==> src/rtl/sio_cfg_pkg.sv <==
// Package: constants shared by the configuration-port blocks.
// Assumes an 8-bit data path; address constants are widened at use.
package sio_cfg_pkg;
    localparam logic [7:0] KEY_B0      = 8'h87;
    localparam logic [7:0] KEY_B1      = 8'h01;
    localparam logic [7:0] KEY_B2      = 8'h55;
    localparam logic [7:0] KEY_LO_END  = 8'h55;
    localparam logic [7:0] KEY_HI_END  = 8'hAA;
    localparam logic [7:0] PORT_LO     = 8'h2E;
    localparam logic [7:0] PORT_HI     = 8'h4E;
    localparam logic [7:0] IDX_CCTRL   = 8'h02;
    localparam logic [7:0] IDX_LDN     = 8'h07;
    localparam logic [7:0] IDX_CHIPSEL = 8'h22;
    localparam logic [7:0] IDX_SUSP    = 8'h23;
    localparam logic [7:0] IDX_CLKSEL  = 8'h24;
    localparam logic [7:0] IDX_BANK0   = 8'h30;

    typedef enum logic [1:0] {
        KS_IDLE = 2'd0,
        KS_GOT0 = 2'd1,
        KS_GOT1 = 2'd2,
        KS_GOT2 = 2'd3
    } key_state_t;
endpackage

==> src/rtl/sio_key_detect.sv <==
// Unlock-key detector: follows the four-byte key on watched writes.
// Assumes key_wr is already qualified (run mode, address 0x2E).
module sio_key_detect
    import sio_cfg_pkg::*;
(
    input  logic       clk,
    input  logic       rst_n,
    input  logic       key_wr,
    input  logic [7:0] key_byte,
    output logic       enter,
    output logic       enter_hi
);
    key_state_t state_q, state_d;
    logic       restart_one;

    // Purpose: a mismatching 0x87 counts as the first key byte.
    assign restart_one = (key_byte == KEY_B0);

    // Purpose: compute the next key step and the entry pulse.
    always_comb begin
        state_d  = state_q;
        enter    = 1'b0;
        enter_hi = 1'b0;
        if (key_wr) begin
            unique case (state_q)
                KS_IDLE: state_d = restart_one ? KS_GOT0 : KS_IDLE;
                KS_GOT0: state_d = (key_byte == KEY_B1) ? KS_GOT1
                                 : (restart_one ? KS_GOT0 : KS_IDLE);
                KS_GOT1: state_d = (key_byte == KEY_B2) ? KS_GOT2
                                 : (restart_one ? KS_GOT0 : KS_IDLE);
                KS_GOT2: begin
                    if (key_byte == KEY_LO_END || key_byte == KEY_HI_END) begin
                        enter    = 1'b1;
                        enter_hi = (key_byte == KEY_HI_END);
                        state_d  = KS_IDLE;
                    end else begin
                        state_d = restart_one ? KS_GOT0 : KS_IDLE;
                    end
                end
                default: state_d = KS_IDLE;
            endcase
        end
    end

    // Purpose: hold the key step register.
    always_ff @(posedge clk) begin
        if (!rst_n) state_q <= KS_IDLE;
        else        state_q <= state_d;
    end


    key_idle_hold_chk: assert property (@(posedge clk) disable iff (!rst_n)
        !key_wr |=> $stable(state_q));
endmodule

==> src/rtl/sio_global_regs.sv <==
// Global configuration registers: device number, chip select,
// suspend, clock select, and the write-only configure control.
// Assumes wr_en is already gated by mode and chip selection.
module sio_global_regs
    import sio_cfg_pkg::*;
(
    input  logic       clk,
    input  logic       rst_n,
    input  logic       wr_en,
    input  logic [7:0] idx,
    input  logic [7:0] wdata,
    output logic [7:0] ldn,
    output logic [7:0] chipsel,
    output logic       chipsel_seen,
    output logic       clksel,
    output logic       exit_req,
    output logic [7:0] rdata
);
    logic [7:0] ldn_q, chipsel_q, susp_q, clksel_q;
    logic       seen_q;

    // Purpose: store writes to the global registers.
    always_ff @(posedge clk) begin
        if (!rst_n) begin
            ldn_q     <= 8'h00;
            chipsel_q <= 8'h00;
            susp_q    <= 8'h00;
            clksel_q  <= 8'h00;
            seen_q    <= 1'b0;
        end else if (wr_en) begin
            unique case (idx)
                IDX_LDN:     ldn_q <= wdata;
                IDX_CHIPSEL: begin
                    chipsel_q <= wdata;
                    seen_q    <= 1'b1;
                end
                IDX_SUSP:    susp_q <= wdata;
                IDX_CLKSEL:  clksel_q <= wdata;
                default:     ;
            endcase
        end
    end

    // Purpose: decode the read value of the selected global register.
    always_comb begin
        unique case (idx)
            IDX_CCTRL:   rdata = 8'h00;
            IDX_LDN:     rdata = ldn_q;
            IDX_CHIPSEL: rdata = chipsel_q;
            IDX_SUSP:    rdata = susp_q;
            IDX_CLKSEL:  rdata = clksel_q;
            default:     rdata = 8'hFF;
        endcase
    end

    assign exit_req     = wr_en && (idx == IDX_CCTRL) && wdata[1];
    assign ldn          = ldn_q;
    assign chipsel      = chipsel_q;
    assign chipsel_seen = seen_q;
    assign clksel       = clksel_q[0];


    ldn_hold_chk: assert property (@(posedge clk) disable iff (!rst_n)
        !wr_en |=> $stable(ldn_q));
endmodule

==> src/rtl/sio_ldn_bank.sv <==
// One logical-device register bank of BANK_REGS bytes from index 0x30.
// Byte 0 bit 0 is the activate bit. Assumes wr_en is fully qualified.
module sio_ldn_bank #(
    parameter int BANK_REGS = 4,
    localparam int OFF_W = (BANK_REGS > 1) ? $clog2(BANK_REGS) : 1
) (
    input  logic             clk,
    input  logic             rst_n,
    input  logic             wr_en,
    input  logic [OFF_W-1:0] off,
    input  logic [7:0]       wdata,
    output logic [7:0]       rdata,
    output logic             active
);
    logic [7:0] regs_q [BANK_REGS];

    // Purpose: store bank writes at the addressed offset.
    always_ff @(posedge clk) begin
        if (!rst_n) begin
            for (int i = 0; i < BANK_REGS; i++) regs_q[i] <= 8'h00;
        end else if (wr_en) begin
            regs_q[off] <= wdata;
        end
    end

    // Purpose: read the addressed byte, 0xFF beyond the bank.
    always_comb begin
        rdata = 8'hFF;
        for (int i = 0; i < BANK_REGS; i++)
            if (off == OFF_W'(i)) rdata = regs_q[i];
    end

    assign active = regs_q[0][0];


    bank_hold_chk: assert property (@(posedge clk) disable iff (!rst_n)
        !wr_en |=> $stable(active));
endmodule

==> src/rtl/sio_cfg_port.sv <==
// Top: configuration-port controller. Tracks run/configuration mode,
// decodes the index/data pair, gates writes by chip select, and
// routes bank accesses to the selected logical device.
// Assumes single-cycle io_wr pulses; io_rdata is combinational.
module sio_cfg_port
    import sio_cfg_pkg::*;
#(
    parameter int ADDR_W    = 16,
    parameter int NUM_LDN   = 4,
    parameter int BANK_REGS = 4
) (
    input  logic              clk,
    input  logic              rst_n,
    input  logic [ADDR_W-1:0] io_addr,
    input  logic              io_wr,
    input  logic              io_rd,
    input  logic [7:0]        io_wdata,
    output logic [7:0]        io_rdata,
    input  logic              strap_id,
    output logic [NUM_LDN-1:0] dev_enable,
    output logic              clk_sel_24m
);
    localparam int OFF_W = (BANK_REGS > 1) ? $clog2(BANK_REGS) : 1;
    localparam logic [ADDR_W-1:0] A_LO = ADDR_W'(PORT_LO);
    localparam logic [ADDR_W-1:0] A_HI = ADDR_W'(PORT_HI);

    logic              cfg_mode_q, hi_q;
    logic [7:0]        index_q;
    logic              key_wr, enter, enter_hi, exit_req;
    logic [ADDR_W-1:0] idx_port, dat_port;
    logic              hit_idx, hit_dat, data_wr, chip_ok;
    logic              glob_wr, is_bank, ldn_ok, off_ok;
    logic [7:0]        off_full, ldn, chipsel, glob_rd, bank_sel_rd, reg_rd;
    logic              chipsel_seen;
    logic [7:0]        bank_rd [NUM_LDN];

    assign key_wr   = !cfg_mode_q && io_wr && (io_addr == A_LO);
    assign idx_port = hi_q ? A_HI : A_LO;
    assign dat_port = idx_port + ADDR_W'(1);
    assign hit_idx  = cfg_mode_q && (io_addr == idx_port);
    assign hit_dat  = cfg_mode_q && (io_addr == dat_port);
    assign data_wr  = hit_dat && io_wr;
    assign chip_ok  = !chipsel_seen || (chipsel[7] == strap_id);
    assign is_bank  = (index_q >= IDX_BANK0);
    assign off_full = index_q - IDX_BANK0;
    assign off_ok   = (32'(off_full) < BANK_REGS);
    assign ldn_ok   = (32'(ldn) < NUM_LDN);
    assign glob_wr  = data_wr && !is_bank && (chip_ok || index_q == IDX_CHIPSEL);

    sio_key_detect u_key (
        .clk      (clk),
        .rst_n    (rst_n),
        .key_wr   (key_wr),
        .key_byte (io_wdata),
        .enter    (enter),
        .enter_hi (enter_hi)
    );

    sio_global_regs u_glob (
        .clk          (clk),
        .rst_n        (rst_n),
        .wr_en        (glob_wr),
        .idx          (index_q),
        .wdata        (io_wdata),
        .ldn          (ldn),
        .chipsel      (chipsel),
        .chipsel_seen (chipsel_seen),
        .clksel       (clk_sel_24m),
        .exit_req     (exit_req),
        .rdata        (glob_rd)
    );

    for (genvar g = 0; g < NUM_LDN; g++) begin : g_bank
        logic bank_wr;
        assign bank_wr = data_wr && chip_ok && is_bank && off_ok && (ldn == 8'(g));
        sio_ldn_bank #(.BANK_REGS(BANK_REGS)) u_bank (
            .clk    (clk),
            .rst_n  (rst_n),
            .wr_en  (bank_wr),
            .off    (off_full[OFF_W-1:0]),
            .wdata  (io_wdata),
            .rdata  (bank_rd[g]),
            .active (dev_enable[g])
        );
    end

    // Purpose: track run/configuration mode and the port-pair choice.
    always_ff @(posedge clk) begin
        if (!rst_n) begin
            cfg_mode_q <= 1'b0;
            hi_q       <= 1'b0;
        end else if (enter) begin
            cfg_mode_q <= 1'b1;
            hi_q       <= enter_hi;
        end else if (exit_req) begin
            cfg_mode_q <= 1'b0;
        end
    end

    // Purpose: capture index-port writes in configuration mode.
    always_ff @(posedge clk) begin
        if (!rst_n)                index_q <= 8'h00;
        else if (hit_idx && io_wr) index_q <= io_wdata;
    end

    // Purpose: pick the byte of the selected device bank.
    always_comb begin
        bank_sel_rd = 8'hFF;
        for (int i = 0; i < NUM_LDN; i++)
            if (ldn == 8'(i)) bank_sel_rd = bank_rd[i];
    end

    // Purpose: form the host read value.
    always_comb begin
        reg_rd = is_bank ? ((ldn_ok && off_ok) ? bank_sel_rd : 8'hFF) : glob_rd;
        if (!io_rd)       io_rdata = 8'hFF;
        else if (hit_idx) io_rdata = index_q;
        else if (hit_dat) io_rdata = reg_rd;
        else              io_rdata = 8'hFF;
    end


    enter_src_chk: assert property (@(posedge clk) disable iff (!rst_n)
        $rose(cfg_mode_q) |-> ($past(io_wr) && $past(io_addr) == A_LO));

    exit_src_chk: assert property (@(posedge clk) disable iff (!rst_n)
        $fell(cfg_mode_q) |-> ($past(io_wr) && $past(io_wdata[1])));

    run_frozen_chk: assert property (@(posedge clk) disable iff (!rst_n)
        !cfg_mode_q |=> ($stable(dev_enable) && $stable(clk_sel_24m)));

    deselect_chk: assert property (@(posedge clk) disable iff (!rst_n)
        (chipsel_seen && chipsel[7] != strap_id && index_q != IDX_CHIPSEL)
            |=> ($stable(dev_enable) && $stable(clk_sel_24m)));
endmodule

==> config.mk <==
export PLATFORM = sky130hd
export DESIGN_NAME = sio_cfg_port
export DESIGN_NICKNAME = d
export VERILOG_FILES = /design/src/rtl/sio_cfg_pkg.sv /design/src/rtl/sio_key_detect.sv /design/src/rtl/sio_global_regs.sv /design/src/rtl/sio_ldn_bank.sv /design/src/rtl/sio_cfg_port.sv
export SDC_FILE = /design/constraint.sdc
export NUM_CORES = 1
export LEC_CHECK = 0
export ABC_AREA = 0
export BUFFER_PORTS_ARGS = -buffer_cell sky130_fd_sc_hd__buf_2
export CORE_MARGIN = 4
export CORE_UTILIZATION = 50
export CTS_BUF_LIST = sky130_fd_sc_hd__clkbuf_8
export CTS_CLUSTER_DIAMETER = 60
export DETAILED_ROUTE_END_ITERATION = 8
export PLACE_DENSITY = 0.79
export SLEW_MARGIN = 20
export SYNTH_ARGS = -nofsm -noshare
export SYNTH_HDL_FRONTEND = slang
export SYNTH_SLANG_ARGS = --single-unit
==> constraint.sdc <==
create_clock -name clk -period 5.91 [get_ports clk]
set_input_delay 0.8865 -clock clk [delete_from_list [all_inputs] [get_ports clk]]
set_output_delay 0.8865 -clock clk [all_outputs]
set_load 0.02 [all_outputs]
==> impl_metrics.json, run 1 <==
{
  "clkTransAtPathRegs_ps": 90,
  "dieArea_um2": 18900,
  "portBuffers": 41,
  "start_kind": "register",
  "core_um2": 16500,
  "switchingPower_mw": 0.574,
  "cts_buffer_depth": 2,
  "maxCapViolCount": 0,
  "cp_max_fo": 32,
  "drt-initial-drc-count": 817,
  "dp_slack_ps": 2170,
  "yosysUniqueCellTypes": 59,
  "synthArstFlopShare_pct": 0,
  "synth_seq_cells": 173,
  "netlist_area_um2": 8380,
  "hold_viol": 0,
  "power_frac_seq_pct": 60.0,
  "total_power_mw": 2.27,
  "combPwrFrac_pct": 4.9,
  "tns_ps": 0,
  "clock_skew_ps": 14.4,
  "grt_max_degree": 79,
  "cts_buffers": 17,
  "endpoint_kind": "output pin",
  "synth.area.top_cells": "edfxtp_1 (46%), dfxtp_1 (11%), mux4_2 (7.8%), mux2i_1 (5.4%), nor2_1 (5.2%)",
  "syn_nets": 730,
  "path_buf_inv": 1,
  "status": "finished, final reports clean",
  "cts_setup_buffers": 0,
  "drcViolationCount": 0,
  "yosysMostFrequentCell": "edfxtp_1",
  "cts_tree": "yes",
  "path_cells": "and4b_1 -> o41a_1 -> or4b_1 -> a221oi_1 -> a31o_1 -> o21ai_1 -> buf_2",
  "htree_levels": 4,
  "syn_inst": 701,
  "wl_per_cell_um": 23.8,
  "drtAntennaViolNets": 0,
  "yosys.area.top_type": "edfxtp_1",
  "cellLeakagePower_nw": 3.22,
  "fmax_mhz": 232,
  "fin_nets": 756,
  "post_cts_resized": 0,
  "firstDrtPassIters": 5,
  "synth_edf_count": 128,
  "io_pins": 42,
  "hold_buffers": 0,
  "dp_hpwl_mm": 16.0,
  "hold_path.class": "register to register",
  "syn_area_per_cell_um2": 11.9,
  "wl_mm": 22.8,
  "initial_core_util_pct": 50.7,
  "yosysSeqAreaShare_pct": 56.6,
  "rows": 47,
  "yosys.area.top_type_share_pct": 45.9,
  "critPathSlowestCell": "dfxtp_2",
  "die_h_um": 137,
  "rsz0062_at_grt": "no",
  "slowest_delay_ps": 850,
  "num_vias": 5993,
  "path_class": "register to output pin",
  "syn_to_final_growth_pct": 8.53,
  "drive_gt1_share_pct": 19.2,
  "worst_pin_slew_ps": 921,
  "finalInstanceArea_um2": 9090,
  "period_minus_slack_ps": 4310,
  "grt_overflow_total": 0,
  "switching_share_pct": 25.3,
  "cp.arrival_ps": 3420,
  "antenna_found_initial": 1,
  "ys_warn_count": 0,
  "insertedDiodeCount": 0,
  "crit_required_ps": 5020,
  "setup_viol_count_final": 0,
  "track_usage_pct": 24.9,
  "synth_common_cells": "edfxtp_1 (128), nor2_1 (115), nand2_1 (79)",
  "fin_crit_sh_pct": 72.9,
  "worstSkewPairLatency_ps": 470,
  "place_area_um2": 8710,
  "cts_num_sinks": 173,
  "fin_ws_ps": 1600,
  "critPathTopFamily": "simple AND/OR/NAND/NOR gates",
  "max-slew-margin-rel_pct": 38.0,
  "ys.flop_type": "edfxtp_1",
  "grt_pass1_vias": 5941,
  "internal_power_mw": 1.69,
  "slew_viol_final": 0,
  "clkPwrFrac_pct": 35.1,
  "routabilityCongestion": 0.960,
  "die_w_um": 137,
  "powerDensity_nw_per_um2": 249,
  "ir_worst_vdd_uv": 216,
  "cts-root-buf": "clkbuf_8",
  "rrSetupSlack_ps": 2350,
  "viasPerCell": 6.24,
  "grt_pass1_wl_mm": 34.4
}
## final timing paths
| path | start | to | cells past startpoint |
|---|---|---|---|
| worst max-delay path | index_q[0]$_SDFFE_PN0P_ | io_rdata[4] | 7 |
| worst max register to register | index_q[5]$_SDFFE_PN0P_ | g_bank[1].u_bank.regs_q[1][2]$_SDFFCE_PN0P_ | 7 |
| worst min-delay path | u_glob.clksel_q[5]$_SDFFE_PN0P_ | u_glob.clksel_q[5]$_SDFFE_PN0P_ | 2 |
| worst min register to register | u_glob.clksel_q[5]$_SDFFE_PN0P_ | u_glob.clksel_q[5]$_SDFFE_PN0P_ | 2 |
## stage by stage
| stage | instances | hold slack [ps] | utilization, % |
|---|---|---|---|
| 6_report | 960 | 467 | 55.0 |
| 5_1_grt | 960 | 498 | 55.0 |
| 3_5_place_dp | 928 | 453 | 52.7 |
| 2_1_floorplan | 701 | 438 | - |
| 3_3_place_gp | 928 | 445 | 52.7 |
| 4_1_cts | 960 | 469 | 55.0 |
## cells by family (layout without fill, tap and decap cells)
logic type	count (synthesis)	after routing	synth area share [%]
buf+inv	56	95	3.62
xor+xnor	1	1	0.105
simple gates	310	310	19.0
mux	76	76	13.4
flops	173	173	56.6
compound gates	85	85	7.22
## layout make-up
type	instances	area [µm²]
Timing Repair Buffer	60	348
Sequential cell	173	4750
Inverter	3	11.3
Clock inverter	15	146
Multi-Input combinational cell	472	3330
Tap cell	220	275
Clock buffer	17	234
Fill cell	1319	7430
## flip-flops by register name (all words and copies together) (netlist names), 2 cells and up
register              flops
u_key.state_q             2
u_glob.chipsel            8
u_glob.susp_q             8
u_glob.clksel_q           8
g_bank.u_bank.regs_q    128
u_glob.ldn                8
index_q                   8
## layout by cell type (no fill, tap or decap), types with 12 or more instances in the layout
cell,synthesis,final
edfxtp_1,128,128
nor2_1,115,115
nand2_1,79,79
mux2i_1,45,45
dfxtp_1,45,43
buf_2,14,41
and2_1,35,35
mux4_2,29,29
nor2b_1,25,25
o21ai_0,21,21
buf_4,8,19
clkbuf_8,0,17
a22oi_1,12,12
a22o_1,12,12
## power by group through the flow
stage               registers (mW)  clock network (mW)  logic [mW]
finish                        1.36               0.796       0.111
global route                  1.36               0.856       0.116
CTS                           1.36               0.802       0.109
detailed placement            1.39                   0       0.108
global placement              1.38                   0       0.104
floorplan                     1.38                   0      0.0591
## worst register-to-register path: cells and delay by family (launching register included)
kind | cells | cell delay (ps)
AND/OR/NAND/NOR | 5 | 1550
AO/OA/AOI/OAI | 1 | 780
flip-flops | 1 | 670
buffers and inverters | 1 | 280
## routing by layer
metal | part of all wire (%) | routed length (µm) | track usage (%) | vias to the layer above
met5 | 0 | 0 | 0 | -
met4 | 4.9 | 1120 | 13.1 | 0
met3 | 13 | 2870 | 6.61 | 72
met2 | 46 | 10500 | 37.2 | 419
met1 | 36 | 8310 | 33.3 | 2893
li1 | - | - | - | 2609
(Power assumes the default switching activity.)
==> inputs of run 2 (changes only) <==
Settings changed: PLACE_DENSITY 0.79 to 0.82.
Clock period 5.91 ns to 3.5 ns, I/O delays scaled along.
==> impl_metrics.json, run 2 (synthesis gave the netlist of run 1 again) <==
{
  "htree_levels": 4,
  "path_buf_inv": 1,
  "clkTransAtPathRegs_ps": 90,
  "firstDrtPassIters": 5,
  "utilization_pct": 55.8,
  "hold_ws_ps": 465,
  "placedCellCount": 937,
  "core_um2": 16500,
  "cts_buffers": 17,
  "fin_nets": 766,
  "place_area_um2": 8800,
  "critPathSlowestCell": "dfxtp_1",
  "grt_pass1_wl_mm": 33.3,
  "crit_required_ps": 2970,
  "drcViolationCount": 0,
  "max-slew-margin-rel_pct": 45.0,
  "num_vias": 5981,
  "finalInstanceArea_um2": 9210,
  "cp_max_fo": 16,
  "nFillCells": 1334,
  "critPathTopFamily": "flip-flops",
  "fin_cells": 969,
  "total_power_mw": 3.85,
  "io_pins": 42,
  "drt-initial-drc-count": 761,
  "path_class": "register to output pin",
  "slowest_delay_ps": 870,
  "routabilityCongestion": 0.964,
  "wl_mm": 22.0,
  "combPwrFrac_pct": 4.9,
  "syn_to_final_growth_pct": 10.0,
  "rsz0062_at_grt": "no",
  "cts_tree": "yes",
  "drtAntennaViolNets": 0,
  "endpoint_kind": "output pin",
  "power_frac_seq_pct": 59.5,
  "multi_input_area_um2": 3330,
  "hold_path.class": "register to register",
  "powerDensity_nw_per_um2": 418,
  "path_cells": "mux4_2 -> nor2_1 -> a21oi_1 -> a221oi_1 -> o211a_1 -> o21ai_0 -> buf_2",
  "viasPerCell": 6.17,
  "status": "finished, final reports clean",
  "fin_ws_ps": 92.2,
  "cts_num_sinks": 173,
  "die_h_um": 137,
  "die_w_um": 137,
  "switchingPower_mw": 0.885,
  "drive_gt1_share_pct": 20.3,
  "clkPwrFrac_pct": 35.6,
  "grt_overflow_total": 0,
  "hold_viol": 0,
  "worstSkewPairLatency_ps": 480,
  "grt_pass1_vias": 5749,
  "slew_viol_final": 0,
  "fin_crit_sh_pct": 97.4,
  "rrSetupSlack_ps": 620,
  "grt_max_degree": 55,
  "cts-root-buf": "clkbuf_8",
  "initial_core_util_pct": 50.7,
  "worst_pin_slew_ps": 824,
  "start_kind": "register",
  "dp_hpwl_mm": 15.1,
  "clock_skew_ps": 11.8,
  "cp.arrival_ps": 2880,
  "antenna_found_initial": 0,
  "insertedDiodeCount": 0,
  "mostFrequentLayoutCells": "edfxtp_1 (128), nor2_1 (115), nand2_1 (79), mux2i_1 (45)",
  "ir_worst_vdd_uv": 319,
  "portBuffers": 41,
  "setup_viol_count_final": 0,
  "maxCapViolCount": 0,
  "seq_area_um2": 4750,
  "period_minus_slack_ps": 3410,
  "rows": 47,
  "dp_slack_ps": 482,
  "fmax_mhz": 293,
  "regMostFlops": "g_bank.u_bank.regs_q",
  "layout_commonest_cell": "edfxtp_1",
  "hold_buffers": 0,
  "cellLeakagePower_nw": 3.28,
  "tns_ps": 0,
  "wl_per_cell_um": 22.7,
  "dieArea_um2": 18900,
  "track_usage_pct": 24.2,
  "cts_buffer_depth": 2,
  "internal_power_mw": 2.96,
  "largest_reg_flops": 128,
  "switching_share_pct": 23.0
}
==> run 2: cell types whose count changed in the layout (fill, tap and decap cells not counted), moves of 2 or more <==
| cell | delta |
|---|---|
| buf_12 | +2 |
| buf_4 | +7 |
| bufinv_16 | +2 |
| clkinvlp_4 | +2 |
| clkinv_4 | -2 |
| dfxtp_1 | -2 |
| inv_8 | -4 |
==> run 2: cell type report <==
cell class                      instances  share of cell area [%]
Sequential cell                       173                    51.6
Multi-Input combinational cell        472                    36.1
Timing Repair Buffer                   70                    5.05
Tap cell                              220                    2.99
Clock buffer                           17                    2.54
Clock inverter                         14                    1.59
Inverter                                3                   0.122
==> run 2: tightest hold or removal path, cell delays in order (launching register included) <==
cell	delay (ps)
dfxtp_1	320
nand2_1	50
mux2i_1	50
==> run 2: worst paths after layout <==
path                              startpoint                                           to  cells past startpoint
max               u_glob.ldn[1]$_SDFFE_PN0P_                                  io_rdata[6]                      7
min          u_glob.clksel_q[1]$_SDFFE_PN0P_              u_glob.clksel_q[1]$_SDFFE_PN0P_                      2
max reg2reg          index_q[4]$_SDFFE_PN0P_  g_bank[0].u_bank.regs_q[1][5]$_SDFFCE_PN0P_                      7
min reg2reg  u_glob.clksel_q[1]$_SDFFE_PN0P_              u_glob.clksel_q[1]$_SDFFE_PN0P_                      2
==> run 2: routing by layer <==
metal | global-route usage, % | vias to the layer above | share of wire [%]
met3 | 4.71 | 58 | 11
met5 | 0 | - | 0
met1 | 33.8 | 2918 | 38
met2 | 37.1 | 369 | 48
met4 | 10.9 | 0 | 3.4
li1 | - | 2636 | -
==> run 2: what timing repair did <==
action	4_1_cts	5_1_grt
endpoints found under the hold margin	0	0
setup buffers	0	0
resized for setup	0	4
setup endpoints to repair	0	6
==> run 2: power groups by stage <==
stage,combinational [mW],clock [mW],sequential [mW]
final,0.188,1.37,2.29
after global routing,0.198,1.46,2.29
after CTS,0.186,1.37,2.29
after detailed placement,0.185,0,2.34
after global placement,0.182,0,2.33
after floorplan,0.0998,0,2.33
